<file path="config.mk">
export PLATFORM = sky130hd
export DESIGN_NAME = prio_irq_unit
export DESIGN_NICKNAME = d
export VERILOG_FILES = /design/src/rtl/irq_unit_pkg.sv /design/src/rtl/irq_pin_front.sv /design/src/rtl/irq_prio_enc.sv /design/src/rtl/prio_irq_unit.sv
export SDC_FILE = /design/constraint.sdc
export NUM_CORES = 1
export LEC_CHECK = 0
export BUFFER_PORTS_ARGS = -buffer_cell sky130_fd_sc_hd__clkbuf_2
export CORE_UTILIZATION = 45
export CTS_CLUSTER_DIAMETER = 200
export DETAILED_ROUTE_END_ITERATION = 10
export GPL_ROUTABILITY_DRIVEN = 0
export PLACE_DENSITY = 0.81
export SYNTH_ARGS = -nofsm -noshare
export SYNTH_HDL_FRONTEND = slang
export SYNTH_SLANG_ARGS = --single-unit
</file>
<file path="constraint.sdc">
create_clock -name clk_i -period 4.1 [get_ports clk_i]
set_input_delay 0 -clock clk_i [delete_from_list [all_inputs] [get_ports clk_i]]
set_output_delay 0 -clock clk_i [all_outputs]
set_load 0.02 [all_outputs]
</file>
<file path="src/rtl/irq_unit_pkg.sv">
package irq_unit_pkg;
  localparam int unsigned WORD_W = 32;

  typedef enum logic [1:0] {
    REG_PEND = 2'd0,
    REG_MASK = 2'd1,
    REG_VEC  = 2'd2,
    REG_ESEL = 2'd3
  } reg_addr_e;
endpackage

</file>
<file path="src/rtl/irq_pin_front.sv">
module irq_pin_front #(
  parameter int unsigned N_PIN      = 8,
  parameter int unsigned SYNC_DEPTH = 2
) (
  input  logic             clk_i,
  input  logic             rst_ni,
  input  logic [N_PIN-1:0] pin_ni,
  input  logic [N_PIN-1:0] edge_sel_i,
  input  logic [N_PIN-1:0] clr_i,
  output logic [N_PIN-1:0] pend_o
);
  localparam int unsigned MSB = SYNC_DEPTH - 1;

  for (genvar k = 0; k < N_PIN; k++) begin : g_pin
    logic [SYNC_DEPTH-1:0] chain_q;
    logic                  prev_q;
    logic                  sticky_q;
    logic                  fall;

    assign fall = prev_q & ~chain_q[MSB];

    always_ff @(posedge clk_i or negedge rst_ni) begin
      if (!rst_ni) begin
        chain_q  <= '1;
        prev_q   <= 1'b1;
        sticky_q <= 1'b0;
      end else begin
        chain_q  <= {chain_q[SYNC_DEPTH-2:0], pin_ni[k]};
        prev_q   <= chain_q[MSB];
        // a new edge wins over a same-cycle acknowledge
        sticky_q <= edge_sel_i[k] & (fall | (sticky_q & ~clr_i[k]));
      end
    end

    assign pend_o[k] = edge_sel_i[k] ? sticky_q : ~chain_q[MSB];

    p_edge_capture_r4: assert property (@(posedge clk_i) disable iff (!rst_ni)
      (edge_sel_i[k] && fall) |=> pend_o[k] || !edge_sel_i[k]);

    p_sticky_hold_r5: assert property (@(posedge clk_i) disable iff (!rst_ni)
      (edge_sel_i[k] && pend_o[k] && !clr_i[k]) |=> sticky_q);
  end
endmodule

</file>
<file path="src/rtl/irq_prio_enc.sv">
module irq_prio_enc #(
  parameter int unsigned N_SRC = 16,
  parameter int unsigned VEC_W = 6
) (
  input  logic [N_SRC-1:0] act_i,
  output logic             vld_o,
  output logic [VEC_W-1:0] idx_o
);
  always_comb begin
    vld_o = 1'b0;
    idx_o = VEC_W'(N_SRC);
    for (int i = N_SRC - 1; i >= 0; i--) begin
      if (act_i[i]) begin
        vld_o = 1'b1;
        idx_o = VEC_W'(i);
      end
    end
  end
endmodule

</file>
<file path="src/rtl/prio_irq_unit.sv">
module prio_irq_unit
  import irq_unit_pkg::*;
#(
  parameter int unsigned N_PIN      = 8,
  parameter int unsigned SYNC_DEPTH = 2,
  parameter int unsigned VEC_W      = 6
) (
  input  logic              clk_i,
  input  logic              rst_ni,
  input  logic [N_PIN-1:0]  ext_irq_ni,
  input  logic [N_PIN-1:0]  int_lvl_i,
  input  logic              reg_we_i,
  input  logic [1:0]        reg_addr_i,
  input  logic [WORD_W-1:0] reg_wdata_i,
  output logic [WORD_W-1:0] reg_rdata_o,
  output logic              irq_o
);
  localparam int unsigned N_SRC = 2 * N_PIN;
  localparam int unsigned TOP   = WORD_W - 1;

  reg_addr_e              addr;
  logic [N_SRC-1:0]       mask_q;
  logic [N_PIN-1:0]       esel_q;
  logic [N_PIN-1:0]       pin_pend;
  logic [N_PIN-1:0]       pin_clr;
  logic [N_SRC-1:0]       src_pend;
  logic [N_SRC-1:0]       src_act;
  logic                   vec_vld;
  logic [VEC_W-1:0]       vec_idx;
  logic [WORD_W-1:0]      pend_word, mask_word, esel_word, vec_word;
  logic                   wr_pend, wr_mask, wr_esel;
  logic                   unused_wdata;

  assign addr    = reg_addr_e'(reg_addr_i);
  assign wr_pend = reg_we_i && (addr == REG_PEND);
  assign wr_mask = reg_we_i && (addr == REG_MASK);
  assign wr_esel = reg_we_i && (addr == REG_ESEL);
  assign unused_wdata = ^reg_wdata_i[TOP-N_SRC:0];

  for (genvar k = 0; k < N_PIN; k++) begin : g_map
    assign pin_clr[k]      = wr_pend & reg_wdata_i[TOP-2*k];
    assign src_pend[2*k]   = pin_pend[k];
    assign src_pend[2*k+1] = int_lvl_i[k];
  end

  irq_pin_front #(
    .N_PIN     (N_PIN),
    .SYNC_DEPTH(SYNC_DEPTH)
  ) i_front (
    .clk_i     (clk_i),
    .rst_ni    (rst_ni),
    .pin_ni    (ext_irq_ni),
    .edge_sel_i(esel_q),
    .clr_i     (pin_clr),
    .pend_o    (pin_pend)
  );

  always_ff @(posedge clk_i or negedge rst_ni) begin
    if (!rst_ni) begin
      mask_q <= '0;
      esel_q <= '0;
    end else begin
      if (wr_mask) begin
        for (int n = 0; n < N_SRC; n++) mask_q[n] <= reg_wdata_i[TOP-n];
      end
      if (wr_esel) begin
        for (int k = 0; k < N_PIN; k++) esel_q[k] <= reg_wdata_i[TOP-2*k];
      end
    end
  end

  assign src_act = src_pend & mask_q;

  irq_prio_enc #(
    .N_SRC(N_SRC),
    .VEC_W(VEC_W)
  ) i_enc (
    .act_i(src_act),
    .vld_o(vec_vld),
    .idx_o(vec_idx)
  );

  always_comb begin
    pend_word = '0;
    mask_word = '0;
    esel_word = '0;
    for (int n = 0; n < N_SRC; n++) begin
      pend_word[TOP-n] = src_pend[n];
      mask_word[TOP-n] = mask_q[n];
    end
    for (int k = 0; k < N_PIN; k++) esel_word[TOP-2*k] = esel_q[k];
    vec_word = {vec_idx, {(WORD_W-VEC_W){1'b0}}};
  end

  always_comb begin
    unique case (addr)
      REG_PEND: reg_rdata_o = pend_word;
      REG_MASK: reg_rdata_o = mask_word;
      REG_VEC:  reg_rdata_o = vec_word;
      REG_ESEL: reg_rdata_o = esel_word;
      default:  reg_rdata_o = '0;
    endcase
  end

  assign irq_o = |(pend_word & mask_word);

  p_irq_vec_agree_r7: assert property (@(posedge clk_i) disable iff (!rst_ni)
    irq_o == vec_vld);

  p_none_code_r7: assert property (@(posedge clk_i) disable iff (!rst_ni)
    !irq_o |-> (vec_idx == VEC_W'(N_SRC)));

  p_winner_active_r6: assert property (@(posedge clk_i) disable iff (!rst_ni)
    vec_vld |-> (pend_word[TOP-vec_idx] && mask_word[TOP-vec_idx]));

  p_no_higher_r6: assert property (@(posedge clk_i) disable iff (!rst_ni)
    vec_vld |-> ((src_act & ((N_SRC'(1) << vec_idx) - N_SRC'(1))) == '0));

  p_mask_hold_r9: assert property (@(posedge clk_i) disable iff (!rst_ni)
    !wr_mask |=> $stable(mask_q));

  p_esel_hold_r9: assert property (@(posedge clk_i) disable iff (!rst_ni)
    !wr_esel |=> $stable(esel_q));
endmodule

</file>
==> results of run 1 <==
critical path: stages, from the launching register on:
cell and delay [ns]:
dfstp_2 0.57, nor2_1 0.07, o21ai_0 0.17, nand4_1 0.19, or4b_4 0.57, o21ai_2 0.16
clkbuf_2 0.19
state kept, by name, indices dropped and copies added (netlist names):
register / count
esel_q: 8
i_front.g_pin.chain_q: 16
i_front.g_pin.prev_q: 8
i_front.g_pin.sticky_q: 8
mask_q: 16
layout make-up:
| cell class | count | area, sq um |
|---|---|---|
| Sequential cell | 56 | 1430 |
| Clock buffer | 6 | 82.6 |
| Clock inverter | 2 | 13.8 |
| Inverter | 4 | 15.0 |
| Fill cell | 527 | 2530 |
| Multi-Input combinational cell | 187 | 1260 |
| Timing Repair Buffer | 79 | 523 |
| Tap cell | 75 | 93.8 |
stage by stage:
| step | total power [mW] | hold slack, ns | util |
|---|---|---|---|
| 6_report | 1.38 | 0.313 | 0.575 |
| 5_1_grt | 1.47 | 0.300 | 0.575 |
| 4_1_cts | 1.39 | 0.304 | 0.575 |
| 3_5_place_dp | 1.06 | 0.0888 | 0.517 |
| 3_3_place_gp | 1.04 | 0.0872 | 0.517 |
| 2_1_floorplan | 0.953 | -0.296 | - |
metal layers:
| layer | track usage | vias to the layer above |
|---|---|---|
| met5 | 0 | - |
| met4 | 0.0696 | 0 |
| met3 | 0.0382 | 8 |
| met2 | 0.356 | 74 |
| met1 | 0.264 | 1073 |
| li1 | - | 1033 |
layout by cell type, fill, tap and decap left out, drive strengths merged, types with 3 or more instances in the layout:
| cell | count |
|---|---|
| o211ai | 4 |
| nand2b | 13 |
| a21oi | 17 |
| inv | 5 |
| nor3 | 3 |
| and2 | 4 |
| conb | 16 |
| nand3 | 7 |
| o22ai | 3 |
| and3 | 3 |
| nand2 | 18 |
| mux2 | 27 |
| dfrtp | 32 |
| nor2b | 15 |
| dfstp | 24 |
| a22oi | 3 |
| clkbuf | 59 |
| nor2 | 14 |
| dlygate4sd3 | 25 |
| a32o | 3 |
| o21ai | 5 |
| mux2i | 7 |
cells by family (layout without fill, tap and decap cells):
logic type             after synthesis  after routing  share of synthesized area
flip-flops                          56             56                      0.511
multiplexers                        34             34                      0.134
AND/OR/NAND/NOR                     83             83                      0.162
AO/OA/AOI/OAI                       54             54                      0.135
buffers and inverters               26             91                     0.0576
other                                1             16                    0.00134
power groups by stage:
stage               sequential, mW  combinational (mW)  clock [mW]
floorplan                    0.680               0.273           0
global placement             0.692               0.349           0
detailed placement           0.698               0.360           0
CTS                          0.687               0.382       0.324
global route                 0.700               0.420       0.347
finish                       0.689               0.382       0.313
how the worst max path moves through the flow:
stage                                      startpoint              end  cells past startpoint
final                     i_front.g_pin[6].chain_q[1]  reg_rdata_o[30]                      6
after global placement    i_front.g_pin[3].chain_q[1]  reg_rdata_o[30]                      6
after CTS                 i_front.g_pin[6].chain_q[1]  reg_rdata_o[30]                      6
after floorplan           i_front.g_pin[3].chain_q[1]  reg_rdata_o[30]                      5
after global routing      i_front.g_pin[6].chain_q[1]  reg_rdata_o[30]                      6
after detailed placement  i_front.g_pin[6].chain_q[1]  reg_rdata_o[30]                      6
==> out/metrics.cfg, run 1 <==
[clock_network]
post_cts_resized=0
cts_tree=done
cts.htree.levels=2
cts_sinks=56
cts_hold_buffers=25
clock_latency_ns=0.31
post_cts_buffers=0
cts_buffers=5
path_clk_slew_ns=0.10
clock_path_buffers=2
root_buffer=clkbuf_8

[detailed_routing]
drcViolationCount=0
dr.pass1.iters=4
dr_wl_met3_um=285
wl_per_cell_um=14.9
finalWirelength_mm=6.11
wl_met2_mm=3.06
wl_met1_mm=2.67
drtIter0Drc=133
top_layer=met4
ant_nets=0
num_vias=2188
via_per_inst=5.35

[floorplanning]
die_height_um=80.9
pin_count=86
die_w_um=80.9
fp.coreArea_sq_mm=0.00596
rows=28
start_util=0.470
die-area_sq_mm=0.00654

[synth]
synth_most_common_cell=dfrtp_1
synthFlopType=dfrtp_1
synth_area_sq_mm=0.00280
synthDistinctLibCells=49
syn_avg_cell_area_sq_um=11.0
synth.yosys.seq_area_share=0.511
synth-edff-count=0
async_flop_share=1.00
synthTopCellsByCount=32 x dfrtp_1, 27 x mux2_2, 24 x dfstp_2, 18 x nand2_1, 17 x a21oi_1
yosys_warnings=0
postSynthCellCount=254
ys_ff_latch=56
synthTopCellsByArea=dfrtp_1 29%, dfstp_2 23%, mux2_2 11%, buf_4 4.3%, nor2b_1 3.1%
synth_top_area_cell=dfrtp_1
synth_top_area_frac=0.286

[grt]
grt_pass1_wl_mm=10.2
grt_start_max_net_pins=57
antenna_found_initial=0
grt_pass1_vias=2181
gr-total-overflow=0
track_usage=0.208

[setup_path]
worstRegToRegCells=3
worstPathMaxFanout=4
reg2reg_slack_ns=3.21
r2r-start=i_front.g_pin[2].chain_q[1]
cp-end-kind=output port
r2r-end=i_front.g_pin[2].sticky_q
arrival_ns=2.23
worstPathRequired_ns=4.10
setup.worst_path.start_class=register
crit_type=reg -> out

[power_and_ir_drop]
combPwrFrac=0.276
power_switching_mw=0.440
leakage_nw=1.54
power.internal_mw=0.943
power.density_mw_per_mm2=404
seq_power_share=0.498
irDropWorstVdd_mv=0.231
pwr-share-clk=0.226
p_sw_frac=0.318

[cells_and_area]
syn_to_final_growth_pct=22.2
fin_nets=386
drive_above_1_share=0.368
antennaDiodeCount=0
design_area_sq_mm=0.00342
layout.cells.non_filler=409

[place]
dp.cells=376
port_buffers=53
hpwl_mm=4.22
place_area_sq_mm=0.00308
place_ws_ns=2.21

[timing]
rsz0062_at_grt=no
tightest_slew_ns=0.789
setup_violations=0
slew_headroom=0.473
min_period_ns=2.23
slew_viol_final=0
skew_ns=0.00668
max_freq_mhz=449
finalSetupTns_ns=0
final.setup.worst_slack_ns=1.87
period_share=0.543
finalHoldViolations=0

[hold_path]
min-delay-start=ext_irq_ni[0]
hold_depth=2
hold_path.class=in -> reg
hold_end=i_front.g_pin[0].chain_q[0]

[status]
outcome=completed

[run]
cap_viol_max_count=0

Note: power is estimated with default switching activity, not from simulation.
==> run 2, diff against run 1 <==
==> constraint.sdc (replaced) <==
create_clock -name clk_i -period 2.1 [get_ports clk_i]
set_input_delay 0 -clock clk_i [delete_from_list [all_inputs] [get_ports clk_i]]
set_output_delay 0 -clock clk_i [all_outputs]
set_load 0.02 [all_outputs]
==> run 2 against run 1 <==
  * The flow now finishes with violations (negative setup slack)
  * Critical path type unchanged
  * Core utilization increased by 2.5 points
  * Non-clock buffer count rose by 13
  * Critical endpoint unchanged
  * Clock-buffer cell count increased by 1
==> out/metrics.cfg, run 2 (same netlist as run 1, synthesis figures left out) <==
[cells_and_area]
fillers=495
fin_nets=399
top_regs=i_front.g_pin.chain_q: 16 flops, mask_q: 16 flops
syn_to_final_growth_pct=27.6
final_common_cell=clkbuf_2
antennaDiodeCount=0
final_cell_mix=52 x clkbuf_2, 32 x dfrtp_1, 27 x mux2_2, 25 x dlygate4sd3_1, 24 x dfstp_2
drive_above_1_share=0.403

[power_and_ir_drop]
power.density_mw_per_mm2=773
combPwrFrac=0.295
p_sw_frac=0.318
power_switching_mw=0.879
power.internal_mw=1.88
leakage_nw=1.61
irDropWorstVdd_mv=0.438
seq_power_share=0.486
power_mw=2.76
pwr-share-clk=0.219

[hold_path]
hold_path.class=in -> async

[timing]
final.setup.worst_slack_ns=-0.0551
min_period_ns=2.16
rsz0062_at_grt=yes
finalSetupTns_ns=-0.0551
tightest_slew_ns=0.645
slew_viol_final=0
finalHoldViolations=0
slew_headroom=0.570
period_share=1.03
max_freq_mhz=464
setup_violations=1
whs_ns=0.239
skew_ns=0.00313

[detailed_routing]
wl_met1_mm=2.79
finalWirelength_mm=6.34
dr_wl_met3_um=350
wl_met2_mm=3.10
dr.pass1.iters=4
drcViolationCount=0
drtIter0Drc=107
ant_nets=0
num_vias=2269
top_layer=met4
wl_per_cell_um=15.0
via_per_inst=5.38

[setup_path]
crit_buf_inv=1
crit_start=i_front.g_pin[6].chain_q[1]
path_depth=6
endpoint=reg_rdata_o[30]
worstRegToRegCells=3
cp-end-kind=output port
worst_path_largest_cell_delay_ns=0.59
cpMaxStageDelayCell=or4b_4
path_cells=nor2_1 -> o21ai_1 -> nand4_1 -> or4b_4 -> o21ai_4 -> clkbuf_8
crit_type=reg -> out
reg2reg_slack_ns=1.12
r2r-end=i_front.g_pin[1].sticky_q
arrival_ns=2.16
worstPathRequired_ns=2.10
worstPathMaxFanout=3
setup.worst_path.start_class=register
cp_top_family=simple AND/OR/NAND/NOR gates
r2r-start=i_front.g_pin[1].chain_q[1]

[grt]
gr-total-overflow=0
grt_pass1_vias=2213
antenna_found_initial=0
grt_pass1_wl_mm=10.3
grt_start_max_net_pins=33
track_usage=0.210

[place]
hpwl_mm=4.55
port_buffers=53

[status]
outcome=finished, violations left
violations=negative setup slack

[floorplanning]
pin_count=86
start_util=0.470
fp.coreArea_sq_mm=0.00596
die_w_um=80.9
rows=28
die_height_um=80.9
die-area_sq_mm=0.00654

[clock_network]
cts.htree.levels=2
clock_latency_ns=0.31
root_buffer=clkbuf_8
cts_sinks=56
clock_path_buffers=2
path_clk_slew_ns=0.10
cts_buffers=5
cts_tree=done

[run]
cap_viol_max_count=0

[run 2: changes by cell type in the layout (fill, tap and decap cells not counted), sizes merged]
cell | before | now
clkbuf | 59 | 60
buf | 1 | 14
clkinvlp | 0 | 1
inv | 5 | 4
clkinv | 1 | 0
[run 2: per-layer routing]
metal | global-route usage | vias to the layer above
li1 | - | 1060
met1 | 0.269 | 1109
met2 | 0.361 | 91
met3 | 0.0337 | 9
met4 | 0.0643 | 0
met5 | 0 | -
[run 2: area by class of cell]
cell class	instances	area, sq um	share of cell area
flip-flops and latches	56	1430	0.400
multi-input cells	187	1300	0.363
repair buffers	92	642	0.180
well taps	75	93.8	0.0263
clock buffers	7	86.3	0.0242
inverters	4	15.0	0.00420
clock inverters	1	7.51	0.00210
[run 2: worst min-delay path by stage]
stage,startpoint,to,cells past startpoint
floorplan,rst_ni,esel_q[0],0
global placement,rst_ni,esel_q[0],1
detailed placement,rst_ni,esel_q[0],1
CTS,reg_we_i,mask_q[0],4
global route,reg_we_i,mask_q[12],4
finish,rst_ni,esel_q[0],2
[run 2: worst register-to-register path, stage by stage, from the launching register on]
cell and delay [ns]:
dfstp_2 0.55, buf_4 0.11, nor2b_1 0.04, o21a_1 0.18
[run 2: power groups by stage]
stage	Combinational (mW)	Clock, mW	Sequential [mW]
5_1_grt	0.887	0.666	1.36
3_5_place_dp	0.712	0	1.36
6_report	0.814	0.604	1.34
4_1_cts	0.797	0.627	1.34
3_3_place_gp	0.692	0	1.35
2_1_floorplan	0.533	0	1.33
[run 2: timing repair]
| item | 4_1_cts | 5_1_grt |
|---|---|---|
| hold endpoints to repair | 47 | 0 |
| pin swaps | 6 | 0 |
| resized for setup | 4 | 5 |
| hold buffers | 25 | 0 |
| setup endpoints to repair | 2 | 2 |
| buffers inserted | 8 | 0 |
[run 2: stage by stage]
step	instances	area (sq um)	setup WS, ns	util
after floorplan	269	2860	0.364	-
final	422	3570	-0.0551	0.600
after global routing	422	3570	-0.119	0.600
after detailed placement	381	3130	0.203	0.525
after global placement	381	3130	0.288	0.525
after CTS	422	3550	-0.0645	0.595
